## config.mk

```make
export PLATFORM = sky130hd
export DESIGN_NAME = secret_cmd_ctrl
export DESIGN_NICKNAME = d
export VERILOG_FILES = /design/src/rtl/secret_cmd_ctrl.sv
export SDC_FILE = /design/constraint.sdc
export NUM_CORES = 1
export LEC_CHECK = 0
export ABC_CLOCK_PERIOD_IN_PS = 2200
export BUFFER_PORTS_ARGS = -buffer_cell sky130_fd_sc_hd__buf_2
export CORE_ASPECT_RATIO = 1.25
export CORE_MARGIN = 4
export CORE_UTILIZATION = 41
export DETAILED_ROUTE_END_ITERATION = 10
export PLACE_DENSITY = 0.8
export RECOVER_POWER = 50
export SYNTH_ARGS = -nofsm -noshare
export SYNTH_HDL_FRONTEND = slang
export SYNTH_SLANG_ARGS = --single-unit
```

## constraint.sdc

```tcl
create_clock -name clk -period 2.2 [get_ports clk]
set_clock_uncertainty 0.15 [all_clocks]
set_input_delay 0.55 -clock clk [delete_from_list [all_inputs] [get_ports clk]]
set_output_delay 0.55 -clock clk [all_outputs]
set_load 0.02 [all_outputs]
```

## src/rtl/secret_cmd_ctrl.sv

```systemverilog
module secret_cmd_ctrl #(
  parameter int unsigned          SECRET_W        = 64,
  parameter int unsigned          NV_WRITE_CYCLES = 1000,
  parameter logic                 INIT_LOCKED     = 1'b0,
  parameter logic [SECRET_W-1:0]  INIT_SECRET     = '0
) (
  input  logic                clk,
  input  logic                rst_n,
  input  logic                cmd_valid,
  input  logic [7:0]          cmd_byte,
  input  logic                hash_done,
  input  logic [SECRET_W-1:0] hash_result,
  output logic                hash_start,
  output logic                hash_with_rom,
  output logic [SECRET_W-1:0] secret,
  output logic                locked,
  output logic                busy,
  output logic                rejected,
  output logic                illegal
);

  localparam int unsigned CW = $clog2(NV_WRITE_CYCLES + 1);
  localparam logic [CW-1:0] WIN_LAST = CW'(NV_WRITE_CYCLES - 1);

  localparam logic [7:0] OP_CLEAR  = 8'h5A;
  localparam logic [7:0] OP_GEN_GL = 8'h30;
  localparam logic [7:0] OP_GEN_ID = 8'h33;
  localparam logic [7:0] OP_LOCK   = 8'h60;

  typedef enum logic [1:0] {ST_IDLE, ST_HASH, ST_WRITE} state_t;

  state_t        state;
  logic [CW-1:0] win_cnt;

  wire take = cmd_valid && (state == ST_IDLE);
  wire is_gen = (cmd_byte == OP_GEN_GL) || (cmd_byte == OP_GEN_ID);

  assign busy = (state != ST_IDLE);

  always_ff @(posedge clk) begin
    if (!rst_n) begin
      state         <= ST_IDLE;
      win_cnt       <= '0;
      secret        <= INIT_SECRET;
      locked        <= INIT_LOCKED;
      hash_start    <= 1'b0;
      hash_with_rom <= 1'b0;
      rejected      <= 1'b0;
      illegal       <= 1'b0;
    end else begin
      hash_start <= 1'b0;
      rejected   <= 1'b0;
      illegal    <= 1'b0;
      case (state)
        ST_IDLE: if (take) begin
          if (cmd_byte == OP_CLEAR) begin
            if (locked) rejected <= 1'b1;
            else begin
              secret  <= '0;
              state   <= ST_WRITE;
              win_cnt <= WIN_LAST;
            end
          end else if (is_gen) begin
            if (locked) rejected <= 1'b1;
            else begin
              hash_start    <= 1'b1;
              hash_with_rom <= (cmd_byte == OP_GEN_ID);
              state         <= ST_HASH;
            end
          end else if (cmd_byte == OP_LOCK) begin
            if (!locked) begin
              locked  <= 1'b1;
              state   <= ST_WRITE;
              win_cnt <= WIN_LAST;
            end
          end else begin
            illegal <= 1'b1;
          end
        end
        ST_HASH: if (hash_done) begin
          secret  <= hash_result;
          state   <= ST_WRITE;
          win_cnt <= WIN_LAST;
        end
        ST_WRITE: begin
          if (win_cnt == '0) state <= ST_IDLE;
          else win_cnt <= win_cnt - 1'b1;
        end
        default: state <= ST_IDLE;
      endcase
    end
  end

  p_lock_sticky_r5: assert property (@(posedge clk) disable iff (!rst_n)
    locked |=> locked);

  p_secret_frozen_r6: assert property (@(posedge clk) disable iff (!rst_n)
    locked |=> $stable(secret));

  p_start_single_r3: assert property (@(posedge clk) disable iff (!rst_n)
    hash_start |=> !hash_start);

  p_start_unlocked_r6: assert property (@(posedge clk) disable iff (!rst_n)
    hash_start |-> (!locked && busy));

  p_reject_locked_r6: assert property (@(posedge clk) disable iff (!rst_n)
    rejected |-> (locked && !busy));

  p_pulse_excl_r9: assert property (@(posedge clk) disable iff (!rst_n)
    !(rejected && illegal));

  p_pulse_after_idle_r8: assert property (@(posedge clk) disable iff (!rst_n)
    (rejected || illegal) |-> !$past(busy));

  p_illegal_quiet_r9: assert property (@(posedge clk) disable iff (!rst_n)
    illegal |-> ($stable(secret) && $stable(locked) && !busy));

endmodule

```

==> impl_metrics.tcl <==
set metrics [dict create \
    hold_depth 2 \
    power.internal_mw 2.30 \
    yosys-top-cells-area "dfxtp_1 (55%), a22o_1 (19%), buf_8 (3.1%)" \
    hpwl_um 5510 \
    grt_pass1_vias 2475 \
    drc_errors 0 \
    io_pins 146 \
    drt_iter0_markers 84 \
    ys_ff_latch 81 \
    synth_cell_types 47 \
    critical_path_class "reg -> reg" \
    wl_per_cell_um 14.9 \
    synth_flop_cell "dfxtp_1" \
    p_sw_uw 611 \
    swShare_pct 21.0 \
    grt_usage_pct 16.4 \
    finalMaxSlewViolations 0 \
    layout-drive-gt1-share_pct 27.9 \
    maxCapViolCount 0 \
    grt_antenna_before_repair 0 \
    syn-num-nets 326 \
    cts_sinks 81 \
    grt_start_max_net_pins 38 \
    final_hold_viol_count 0 \
    critical_path_arrival_ns 2.22 \
    fin_nets 481 \
    worstPathRequired_ns 2.34 \
    timing.setup.tns_ns 0 \
    syn-mean-instance-area_um2 11.8 \
    timing.final.crit_share_pct 94.6 \
    p_leak_nw 1.68 \
    final_cell_mix "dfxtp_1 (81), buf_2 (75), clkbuf_1 (72), a22o_1 (64), buf_4 (12)" \
    die-area_um2 8580 \
    end_kind "flip-flop" \
    port_buffers 145 \
    fmax_mhz 480 \
    start_kind "flip-flop" \
    outcome "finished, final reports clean" \
    cts_tree "done" \
    ant_nets 0 \
    combinationalPowerShare_pct 5.2 \
    grt-ovfl-total 0 \
    fin_area_um2 3950 \
    gp_congestion 0.814 \
    antenna_cells 0 \
    synth_area_um2 2930 \
    setup_viol_count_final 0 \
    placed_area_um2 3800 \
    area_growth_pct 34.8 \
    clkPwrFrac_pct 44.3 \
    seq_area_frac_synth_pct 55.3 \
    routed_wl_um 7410 \
    synth_top_area_cell "dfxtp_1" \
    tightestPinTransition_ns 0.484 \
    via_count 2628 \
    rsz0062_at_grt "no" \
    clk_path_buf_depth 2 \
    total_power_mw 2.91 \
    cts_setup_buffers 0 \
    die_w_um 83.6 \
    grt_first_pass_wirelength_um 11500 \
    cts_max_level 3 \
    yosysWarningCount 0 \
    power_density_nw_per_um2 737 \
    die_h_um 103 \
    core_um2 6980 \
    mostFrequentLayoutCell "dfxtp_1" \
    root_buffer "clkbuf_8" \
    seq_power_share_pct 50.5 \
    cp_max_fo 4 \
    synth_cells 249 \
    final_util_pct 56.7 \
    slew_headroom_pct 67.4 \
    clk_latency_ns 0.34 \
    hp-class "in -> reg" \
    start_util_pct 42.0 \
    synthArstFlopShare_pct 0 \
    routed_via_density 5.27 \
    netlist.area_leader.share_pct 55.3 \
    hold_ws_ns 0.262 \
    irDropWorstVdd_mv 0.447 \
    synth-edff-count 0 \
    fin_crit_ns 2.08 \
    clkTransAtPathRegs_ns 0.09 \
    rows 34 \
    first_pass_iters 4 \
    r2r_cells 6 \
    cts_buffers 9 \
]
Yosys cell counts, types with 2 or more instances:
library cell and count:
or4b_4 2, nor2_1 7, inv_1 5, and2_1 2, or4_1 2, nand3_1 3, buf_8 6, o211a_1 3
dfxtp_1 81, o21a_1 3, a22o_1 64, or3_1 2, o31ai_1 3, o21ai_0 3, o311a_1 3, nor4b_1 2
a31o_1 4, a31oi_1 2, nand2_1 7, nor3_1 3, clkbuf_1 9, nand4_1 2, nor2b_1 4, a21oi_1 4
final timing paths:
path	start	to	slack, ns
hold reg to reg	secret[32]	secret[32]	0.33
setup / recovery	win_cnt[1]	win_cnt[0]	0.12
hold / removal	hash_result[54]	secret[54]	0.26
setup reg to reg	win_cnt[1]	win_cnt[0]	0.12
worst max-delay path, cell delays in order (launching register included):
cell and delay, ns:
dfxtp_1 0.34, inv_1 0.06, ha_1 0.17, or4b_4 0.51, or4_1 0.47, a31oi_1 0.20, o21a_1 0.13
per-layer routing:
| layer | wire length [um] | track usage, % | up-vias |
|---|---|---|---|
| met3 | 553 | 5.60 | 9 |
| met4 | 73 | 4.95 | 0 |
| li1 | - | - | 1276 |
| met2 | 3690 | 28.4 | 99 |
| met1 | 3100 | 19.3 | 1244 |
| met5 | 0 | 0 | - |
through the flow:
stage / setup slack, ns / instances
6_report: 0.118 / 499
5_1_grt: 0.00969 / 499
2_1_floorplan: 0.0295 / 249
3_3_place_gp: -0.121 / 483
4_1_cts: 0.0686 / 499
3_5_place_dp: -0.151 / 483
flip-flops by register name (all words and copies together) (netlist names):
signal,count
hash_start,1
locked,1
secret,64
state,2
hash_with_rom,1
win_cnt,10
illegal,1
rejected,1
timing repair:
item | in CTS | in global routing
endpoints found under the setup margin | 0 | 6
resized for setup | 0 | 1
hold endpoints to repair | 0 | 0
hold buffers | 0 | 0
area by class of cell:
class	count	area (um^2)
fill	664	3020
sequential	81	1620
multi-input combinational	145	1160
timing repair buffer	161	792
clock buffer	10	128
clock inverter	6	114
tap	90	113
inverter	6	22.5
power groups by stage:
stage	registers, mW	clock network (mW)	logic, mW
finish	1.47	1.29	0.151
global route	1.47	1.40	0.167
CTS	1.47	1.33	0.153
detailed placement	1.51	0	0.152
global placement	1.51	0	0.150
floorplan	1.51	0	0.0658
kinds of logic (layout without fill, tap and decap cells):
family | Yosys count | count (layout) | synth area share (%)
flip-flops | 81 | 81 | 55.3
adder cells (fa/ha/maj) | 1 | 1 | 0.427
AND/OR/NAND/NOR | 45 | 45 | 9.77
AO/OA/AOI/OAI | 98 | 98 | 28.7
buffers and inverters | 23 | 183 | 5.55
XOR/XNOR | 1 | 1 | 0.299
(Power assumes the default switching activity.)
